===== src/rtl/smbh_pkg.sv =====
package smbh_pkg;
  localparam int ST_BUSY   = 0;
  localparam int ST_INTR   = 1;
  localparam int ST_DEVERR = 2;
  localparam int ST_DONE   = 7;
  localparam int CT_IE     = 0;
  localparam int CT_START  = 6;

  localparam logic [2:0] SEL_STAT = 3'd0;
  localparam logic [2:0] SEL_CTL  = 3'd2;
  localparam logic [2:0] SEL_CMD  = 3'd3;
  localparam logic [2:0] SEL_ADDR = 3'd4;
  localparam logic [2:0] SEL_D0   = 3'd5;
  localparam logic [2:0] SEL_D1   = 3'd6;
  localparam logic [2:0] SEL_BLK  = 3'd7;

  localparam logic [2:0] PR_BYTE  = 3'd1;
  localparam logic [2:0] PR_BDATA = 3'd2;
  localparam logic [2:0] PR_WORD  = 3'd3;
  localparam logic [2:0] PR_PCALL = 3'd4;

  typedef struct packed {
    logic launch;
    logic clrBusy;
    logic doneOk;
    logic doneErr;
    logic pending;
  } strobe_t;
endpackage


===== src/rtl/smbh_ctrl.sv =====
module smbh_ctrl
  import smbh_pkg::*;
(
  input  logic    clk,
  input  logic    rstN,
  input  logic    statusRead,
  input  logic    busyBit,
  input  logic    devErrBit,
  input  logic    rspValid,
  input  logic    rspAck,
  output strobe_t stb,
  output logic    txnReq
);
  typedef enum logic {IDLE, WAIT} state_t;
  state_t state, stateNext;

  always_comb begin
    stb       = '0;
    stateNext = state;
    stb.pending = (state == WAIT);
    if (state == IDLE) begin
      if (statusRead && busyBit) begin
        if (devErrBit) begin
          stb.clrBusy = 1'b1;
        end else begin
          stb.launch = 1'b1;
          stateNext  = WAIT;
        end
      end
    end else if (rspValid) begin
      stb.doneOk  = rspAck;
      stb.doneErr = !rspAck;
      stateNext   = IDLE;
    end
  end

  always_ff @(posedge clk) begin
    if (!rstN) state <= IDLE;
    else       state <= stateNext;
  end

  assign txnReq = (state == WAIT);


  req_hold_chk: assert property (@(posedge clk) disable iff (!rstN)
    (txnReq && !rspValid) |=> txnReq);

  req_rise_chk: assert property (@(posedge clk) disable iff (!rstN)
    (statusRead && busyBit && !devErrBit && !txnReq) |=> txnReq);

  no_req_on_err_chk: assert property (@(posedge clk) disable iff (!rstN)
    (statusRead && busyBit && devErrBit && !txnReq) |=> !txnReq);
endmodule


===== src/rtl/smbh_dpath.sv =====
module smbh_dpath
  import smbh_pkg::*;
#(
  parameter int BUF_DEPTH = 32,
  localparam int IDX_W = $clog2(BUF_DEPTH),
  localparam int LEN_W = $clog2(BUF_DEPTH + 1)
) (
  input  logic             clk,
  input  logic             rstN,
  input  strobe_t          stb,
  input  logic [2:0]       regSel,
  input  logic             regWr,
  input  logic             regRd,
  input  logic [7:0]       regWdata,
  output logic [7:0]       regRdata,
  output logic             busyBit,
  output logic             devErrBit,
  output logic             irq,
  output logic [2:0]       txnProt,
  output logic             txnRead,
  output logic [6:0]       txnAddr,
  output logic [7:0]       txnCmd,
  output logic [15:0]      txnWdata,
  output logic [LEN_W-1:0] txnLen,
  input  logic [IDX_W-1:0] mstIdx,
  output logic [7:0]       mstByte,
  input  logic [15:0]      rspData,
  input  logic             rspByteValid,
  input  logic [7:0]       rspByte
);
  localparam logic [7:0] DEPTH8 = 8'(BUF_DEPTH);

  logic [7:0] statReg, cmdReg, addrReg, d0Reg, d1Reg, statNext;
  logic [4:0] ctlReg;
  logic [IDX_W-1:0] blkIdx, fillIdx;
  logic [7:0] blkMem [BUF_DEPTH];

  logic wrStat, wrCtl, blkAccess, fillWr;
  assign wrStat    = regWr && (regSel == SEL_STAT);
  assign wrCtl     = regWr && (regSel == SEL_CTL);
  assign blkAccess = (regWr || regRd) && (regSel == SEL_BLK);
  assign fillWr    = stb.pending && rspByteValid;

  function automatic logic [IDX_W-1:0] stepIdx(input logic [IDX_W-1:0] i);
    if (i == IDX_W'(BUF_DEPTH - 1)) stepIdx = '0;
    else                            stepIdx = i + 1'b1;
  endfunction

  always_comb begin
    unique case (regSel)
      SEL_STAT: regRdata = statReg;
      SEL_CTL:  regRdata = {3'b000, ctlReg};
      SEL_CMD:  regRdata = cmdReg;
      SEL_ADDR: regRdata = addrReg;
      SEL_D0:   regRdata = d0Reg;
      SEL_D1:   regRdata = d1Reg;
      SEL_BLK:  regRdata = blkMem[blkIdx];
      default:  regRdata = 8'h00;
    endcase
  end

  always_comb begin
    statNext = statReg & ~(wrStat ? regWdata : 8'h00);
    if (wrCtl && regWdata[CT_START]) statNext[ST_BUSY] = 1'b1;
    if (stb.launch || stb.clrBusy)   statNext[ST_BUSY] = 1'b0;
    if (stb.doneOk) begin
      statNext[ST_DONE] = 1'b1;
      statNext[ST_INTR] = 1'b1;
    end
    if (stb.doneErr) statNext[ST_DEVERR] = 1'b1;
  end

  always_ff @(posedge clk) begin
    if (!rstN) begin
      statReg <= '0; ctlReg <= '0; cmdReg <= '0; addrReg <= '0;
      d0Reg <= '0; d1Reg <= '0; blkIdx <= '0; fillIdx <= '0;
    end else begin
      statReg <= statNext;
      if (wrCtl) ctlReg <= regWdata[4:0];
      if (regWr && regSel == SEL_CMD)  cmdReg  <= regWdata;
      if (regWr && regSel == SEL_ADDR) addrReg <= regWdata;
      if (regWr && regSel == SEL_D0)   d0Reg   <= regWdata;
      if (regWr && regSel == SEL_D1)   d1Reg   <= regWdata;
      if (blkAccess) blkIdx <= stepIdx(blkIdx);
      if (stb.launch)   fillIdx <= '0;
      else if (fillWr)  fillIdx <= stepIdx(fillIdx);
      if (stb.doneOk) begin
        if (txnProt == PR_PCALL || (txnProt == PR_WORD && txnRead)) begin
          d0Reg <= rspData[7:0];
          d1Reg <= rspData[15:8];
        end else if ((txnProt == PR_BYTE || txnProt == PR_BDATA) && txnRead) begin
          d0Reg <= rspData[7:0];
        end
      end
    end
  end

  always_ff @(posedge clk) begin
    if (!rstN) begin
      for (int i = 0; i < BUF_DEPTH; i++) blkMem[i] <= '0;
    end else if (fillWr) begin
      blkMem[fillIdx] <= rspByte;
    end else if (regWr && regSel == SEL_BLK) begin
      blkMem[blkIdx] <= regWdata;
    end
  end

  assign busyBit   = statReg[ST_BUSY];
  assign devErrBit = statReg[ST_DEVERR];
  assign irq       = statReg[ST_INTR] && ctlReg[CT_IE];
  assign txnProt   = ctlReg[4:2];
  assign txnRead   = addrReg[0];
  assign txnAddr   = addrReg[7:1];
  assign txnCmd    = cmdReg;
  assign txnWdata  = {d1Reg, d0Reg};
  assign txnLen    = (d0Reg > DEPTH8) ? LEN_W'(BUF_DEPTH) : d0Reg[LEN_W-1:0];
  assign mstByte   = blkMem[mstIdx];


  w1c_chk: assert property (@(posedge clk) disable iff (!rstN)
    (wrStat && !stb.doneOk && !stb.doneErr) |=> ((statReg & $past(regWdata)) == 8'h00));

  busy_clear_chk: assert property (@(posedge clk) disable iff (!rstN)
    (stb.launch && !wrCtl) |=> !statReg[ST_BUSY]);

  done_flags_chk: assert property (@(posedge clk) disable iff (!rstN)
    stb.doneOk |=> (statReg[ST_DONE] && statReg[ST_INTR]));

  err_flag_chk: assert property (@(posedge clk) disable iff (!rstN)
    stb.doneErr |=> (statReg[ST_DEVERR] && $stable(d0Reg) && $stable(d1Reg)));

  idx_step_chk: assert property (@(posedge clk) disable iff (!rstN)
    (blkAccess && blkIdx == IDX_W'(BUF_DEPTH - 1)) |=> (blkIdx == '0));
endmodule


===== src/rtl/smb_host_engine.sv =====
module smb_host_engine
  import smbh_pkg::*;
(
  input  logic        clk,
  input  logic        rstN,
  input  logic [2:0]  regSel,
  input  logic        regWr,
  input  logic        regRd,
  input  logic [7:0]  regWdata,
  output logic [7:0]  regRdata,
  output logic        irq,
  output logic        txnReq,
  output logic [2:0]  txnProt,
  output logic        txnRead,
  output logic [6:0]  txnAddr,
  output logic [7:0]  txnCmd,
  output logic [15:0] txnWdata,
  output logic [5:0]  txnLen,
  input  logic [4:0]  mstIdx,
  output logic [7:0]  mstByte,
  input  logic        rspValid,
  input  logic        rspAck,
  input  logic [15:0] rspData,
  input  logic        rspByteValid,
  input  logic [7:0]  rspByte
);
  strobe_t stb;
  logic busyBit, devErrBit, statusRead;

  assign statusRead = regRd && (regSel == SEL_STAT);

  smbh_ctrl u_ctrl (
    .clk(clk), .rstN(rstN), .statusRead(statusRead), .busyBit(busyBit),
    .devErrBit(devErrBit), .rspValid(rspValid), .rspAck(rspAck),
    .stb(stb), .txnReq(txnReq)
  );

  smbh_dpath #(.BUF_DEPTH(32)) u_dpath (
    .clk(clk), .rstN(rstN), .stb(stb), .regSel(regSel), .regWr(regWr),
    .regRd(regRd), .regWdata(regWdata), .regRdata(regRdata),
    .busyBit(busyBit), .devErrBit(devErrBit), .irq(irq),
    .txnProt(txnProt), .txnRead(txnRead), .txnAddr(txnAddr),
    .txnCmd(txnCmd), .txnWdata(txnWdata), .txnLen(txnLen),
    .mstIdx(mstIdx), .mstByte(mstByte), .rspData(rspData),
    .rspByteValid(rspByteValid), .rspByte(rspByte)
  );
endmodule


===== config.mk =====
export PLATFORM = sky130hd
export DESIGN_NAME = smb_host_engine
export DESIGN_NICKNAME = d
export VERILOG_FILES = /design/src/rtl/smbh_pkg.sv /design/src/rtl/smbh_ctrl.sv /design/src/rtl/smbh_dpath.sv /design/src/rtl/smb_host_engine.sv
export SDC_FILE = /design/constraint.sdc
export NUM_CORES = 1
export LEC_CHECK = 0
export ABC_AREA = 1
export CORE_ASPECT_RATIO = 1.4
export CORE_MARGIN = 2
export CORE_UTILIZATION = 53
export DETAILED_ROUTE_END_ITERATION = 8
export DONT_BUFFER_PORTS = 1
export GPL_TIMING_DRIVEN = 1
export PLACE_DENSITY = 0.71
export SYNTH_ARGS = -nofsm -noshare
export SYNTH_HDL_FRONTEND = slang
export SYNTH_SLANG_ARGS = --single-unit
export TNS_END_PERCENT = 5

===== constraint.sdc =====
create_clock -name clk -period 2.3 [get_ports clk]
set_input_delay 0.345 -clock clk [delete_from_list [all_inputs] [get_ports clk]]
set_output_delay 0.345 -clock clk [all_outputs]
set_load 0.05 [all_outputs]

# Yosys cells after proc, flatten, opt, wreduce, memory -nomap -nowiden
# Memory sizes are Yosys's and may differ from the RTL's. A register that Yosys moved wholly into a read port is not among the register bits.
# Cells that the tools add are included.
[op_classes] shift=0 n_reduce_logical=25 div_mod_pow=0 n_eq_ne=12 multipliers=0 n_bitwise=3 n_mux=41 add_sub_neg=2 n_lt_le_gt_ge=1
[ops] operator="8-bit two-way mux" n=10
[ops] operator="8-bit case mux with 7 select lines" n=1
[ops] operator="5-bit two-way mux" n=6
[ops] operator="1-bit two-way mux" n=19
[ops] operator="8-bit OR reduction" n=2
[ops] operator="3-bit == test (second input constant)" n=5
[ops] operator="1-bit logical AND" n=15
[ops] operator="3-bit by 2-bit == test with 1-bit output (second input constant)" n=4
[ops] operator="5-bit by 1-bit adder with 5-bit output (second input constant)" n=2
[ops] operator="5-bit == test (second input constant)" n=2
[ops] operator="8-bit bitwise AND" n=1
[ops] operator="8-bit by 6-bit > comparator with 1-bit output (second input constant)" n=1
[ops] operator="2-bit two-way mux" n=4
[ops] operator="8-bit NOT" n=1
[ops] operator="6-bit two-way mux" n=1
[ops] operator="1-bit logical OR" n=4
[ops] operator="2-bit OR reduction" n=2
[ops] operator="3-bit by 1-bit == test with 1-bit output (second input constant)" n=1
[ops] operator="3-bit logical NOT" n=1
[ops] operator="1-bit logical NOT" n=1
[ops] operator="1-bit NOT" n=1
[totals] romBits=0 latchBits=0 mem_bits_rw=256 wordCells=95 out_inout_bits=59 register_bits=56 n_memories=1
[mem_list] name="u_dpath.blkMem" words=32 word_bits=8 rd=2 rd_ports_with_merged_regs=1 wr=32 line="smbh_dpath.sv:36" text="logic [7:0] blkMem [BUF_DEPTH];"

# Logic depth before layout (Yosys ltp)
[logic_depth] ltp_word=8 mapped_depth=12 depth_no_buf=9

# Hierarchy
# Synthesis repeated with hierarchy kept, for this count alone.
[hier_totals] hier_cells=2284 area_unflattened_um2=17596.9
[modules_own_cells] mod="smbh_dpath" instances=1 cells_per_inst=2261 area_each_um2=17484.3
[modules_own_cells] mod="smbh_ctrl" instances=1 cells_per_inst=17 area_each_um2=90.1
[modules_own_cells] mod="smb_host_engine" instances=1 cells_per_inst=6 area_each_um2=22.5

# Worst setup path after synthesis
# Ideal clock, no wire load.
[synth_timing] path_type="register to register" from="reg u_ctrl.state (netlist: u_ctrl.txnReq)" to="mem u_dpath.blkMem[1][0] (enable)" period_less_slack_ps=2694 setup_time_ps=329 required_ps=1971 path_stages_with_launch=13 arrival_ps=2365 n_path_buf=3 slack_ps=-394 cell_sequence="dfxtp_1 -> buf_2 -> nand2_2 -> and3_1 -> buf_2 -> nand2_4 -> buf_4 -> nand2_1 -> nand2_1 -> nand2_1 -> nor2_1 -> nand2_2 -> nand2_1"
[synth_rtl] item="start: declaration" line="smbh_ctrl.sv:15" text="state_t state, stateNext;"
[synth_rtl] item="start signal: assignment" line="smbh_ctrl.sv:39" text="else state <= stateNext;"
[synth_rtl] item="end: declaration" line="smbh_dpath.sv:36"

==> out/qor.yml <==
outcome: "complete, but fails checks"
violations: "negative setup slack"
fin_util_pct: 65.3
antenna_found_initial: 0
port_buffers: 0
worst_slew_pin_slew_ps: 649
synth_nets: 2319
row_count: 78
seq_area_frac_synth_pct: 51.8
nets: 2373
grt_pass1_wl_mm: 94.3
yosys_register_bits: 317
gr-total-overflow: 0
cp_data_required_time_ps: 1960
place_congestion: 0.984
diodes: 0
cellInternalPower_mw: 10.2
syn_area_um2: 17200
clk_latency_ps: 550
ant_nets: 0
cts_tree: "yes"
maxCapViolCount: 0
drv_slew: 0
power.total_mw: 14.0
setup_violations: 11
drtIter0Drc: 2604
hold_ws_ps: 9.68
clkSinkCount: 317
cts_buffers: 34
finalCriticalPeriod_ps: 2630
slowest_stage: "dfxtp_4"
p_sw_share_pct: 27.0
rsz0062_at_grt: "true"
cts.path.max_buffers: 3
cts-htree-levels: 2
fill_cells: 2681
leakagePower_nw: 8.63
drc_errors: 0
worst_setup_path_start_kind: "register"
slew_headroom_pct: 56.6
first_global_vias: 16007
synth_warnings: 0
finalHoldViolCount: 0
max_stage_delay_ps: 460
hp-class: "in2reg"
power_density_nw_per_um2: 664
syn_inst: 2268
post-route-period-util_pct: 114
cp_cell_sequence: "clkbuf_16 -> buf_12 -> nand2_1 -> nand3_1 -> nand2_1 -> nand2_1 -> nand3_2 -> nand3_2 -> nand3_2 -> nand2_2 -> buf_12"
core_area_um2: 32200
ir_drop_uv: 568
arrival_ps: 2280
pwr-share-seq_pct: 46.5
grt_max_degree: 130
clk_pin_slew_ps: 60
crit_fanout: 6
finalClockSkew_ps: 15.3
setup_ws_ps: -327
layout-drive-gt1-share_pct: 16.4
num_io_pins: 106
syn-mean-instance-area_um2: 7.58
end_kind: "output port"
vias_per_cell: 6.20
clockRootBuffer: "clkbuf_16"
grt_usage_pct: 37.5
dr.pass1.iters: 7
syn_to_final_growth_pct: 22.3
wl_per_cell_um: 23.6
power_frac_comb_pct: 13.5
wl_mm: 64.8
max_freq_ghz: 0.381
hpwl_mm: 42.1
initial_core_util_pct: 53.4
die_area_um2: 33900
synthDistinctLibCells: 37
clockPowerShare_pct: 40.0
vias: 17031
die_w_um: 156
die_height_um: 217
crit_type: "reg2out"
power.switching_mw: 3.76
-- layout make-up --
class | instances | area (um2) | area share (%)
flip-flops and latches | 317 | 8920 | 42.4
multi-input cells | 1720 | 8030 | 38.2
repair buffers | 173 | 2160 | 10.3
clock buffers | 45 | 976 | 4.64
well taps | 400 | 500 | 2.38
inverters | 76 | 309 | 1.47
clock inverters | 17 | 140 | 0.666
-- routing by layer --
metal | up-vias | track usage (%) | wire (um)
met1 | 7841 | 41.5 | 21000
met5 | - | 0 | 0
li1 | 7628 | - | -
met2 | 1207 | 62.7 | 30800
met3 | 355 | 7.11 | 6400
met4 | 0 | 30.6 | 6550
-- path summary, 6_finish.rpt --
kind	cells after the start	start	end	slack (ps)
min	2	regWdata[0]	u_dpath.addrReg[0]	10
max reg2reg	9	u_ctrl.txnReq	u_dpath.blkMem[7][0]	150
max	11	register	regRdata[4]	-330
min reg2reg	2	u_dpath.txnCmd[0]	u_dpath.txnCmd[0]	480
-- logic make-up after synthesis --
logic type | Yosys count | synth area share, %
XOR/XNOR | 1 | 0.0509
AO/OA/AOI/OAI | 195 | 6.13
flip-flops | 317 | 51.8
adder cells (fa/ha/maj) | 4 | 0.291
buffers and inverters | 231 | 5.17
AND/OR/NAND/NOR | 1520 | 36.6
-- through the flow --
| stage | cell area [um2] | setup TNS, ps | setup WS (ps) | std cells |
|---|---|---|---|---|
| finish | 21000 | -2370 | -327 | 2748 |
| global route | 21000 | -2900 | -353 | 2748 |
| CTS | 20600 | -1710 | -216 | 2742 |
| detailed placement | 18900 | -102 | -12.7 | 2660 |
| global placement | 18900 | 0 | 28.4 | 2660 |
| floorplan | 17200 | -28900 | -235 | 2268 |
-- critical path: cells and delay by family (launching register included) --
family | cells | cell delay [ps]
buf+inv | 3 | 460
flops | 1 | 460
simple gates | 8 | 820
-- flip-flops by register name (all words and copies together), names as in the netlist, named ones only --
| name | count |
|---|---|
| u_ctrl.txnReq | 1 |
| u_dpath.addrReg | 8 |
| u_dpath.blkIdx | 5 |
| u_dpath.blkMem | 256 |
| u_dpath.ctlReg | 5 |
| u_dpath.d0Reg | 8 |
| u_dpath.d1Reg | 8 |
| u_dpath.fillIdx | 5 |
| u_dpath.statReg | 8 |
| u_dpath.txnCmd | 8 |
-- cells in the final DEF (no fill, tap or decap), drive strengths merged, types with 7 or more instances in the layout --
cell type    instances
nor2               322
nand3              364
a21oi               88
dlygate4sd3         11
o21ai               73
o31ai                8
a31oi                7
nor3                14
dfxtp               61
clkbuf              50
clkinv              13
buf                157
edfxtp             256
nand2              812
o22ai                7
inv                 72
-- repair_timing --
action,in CTS,in global routing
endpoints found under the setup margin,19,20
resized for setup,89,64
setup buffers,4,1
hold buffers,12,0
endpoints found under the hold margin,48,0
pin swaps,8,15
gates cloned,4,5
-- cells in the mapped netlist --
library cell	number	area [um2]
a211oi_1	3	22.5
a21oi_1	88	440
a22o_1	2	17.5
a31oi_1	7	43.8
and3_1	1	6.26
buf_1	22	82.6
buf_2	5	25.0
buf_4	4	30.0
clkbuf_1	124	465
dfxtp_1	61	1220
edfxtp_1	256	7690
ha_1	4	50.1
inv_1	75	282
inv_2	1	3.75
nand2_1	793	2980
nand2_2	18	113
nand2_4	1	11.3
nand3_1	364	1820
nand3b_1	1	7.51
nand4_1	1	6.26
nor2_1	314	1180
nor2_2	8	50.1
nor3_1	13	65.1
nor3_4	1	16.3
nor3b_1	1	7.51
nor4_1	1	6.26
o2111ai_1	1	8.76
o211ai_1	4	30.0
o21ai_0	71	355
o21ai_1	1	5.00
o21ai_2	1	8.76
o221ai_1	1	8.76
o22ai_1	7	43.8
o2bb2ai_1	1	8.76
o31ai_1	8	60.1
or2_2	3	18.8
xor2_1	1	8.76
-- power groups by stage --
| stage | clock network (mW) | logic [mW] | registers, mW |
|---|---|---|---|
| 2_1_floorplan | 0 | 0.989 | 6.61 |
| 3_5_place_dp | 0 | 1.62 | 6.60 |
| 3_3_place_gp | 0 | 1.59 | 6.60 |
| 4_1_cts | 5.57 | 1.75 | 6.48 |
| 5_1_grt | 5.78 | 1.97 | 6.50 |
| 6_report | 5.59 | 1.88 | 6.49 |
No activity file was read; power rests on OpenSTA's default activity.
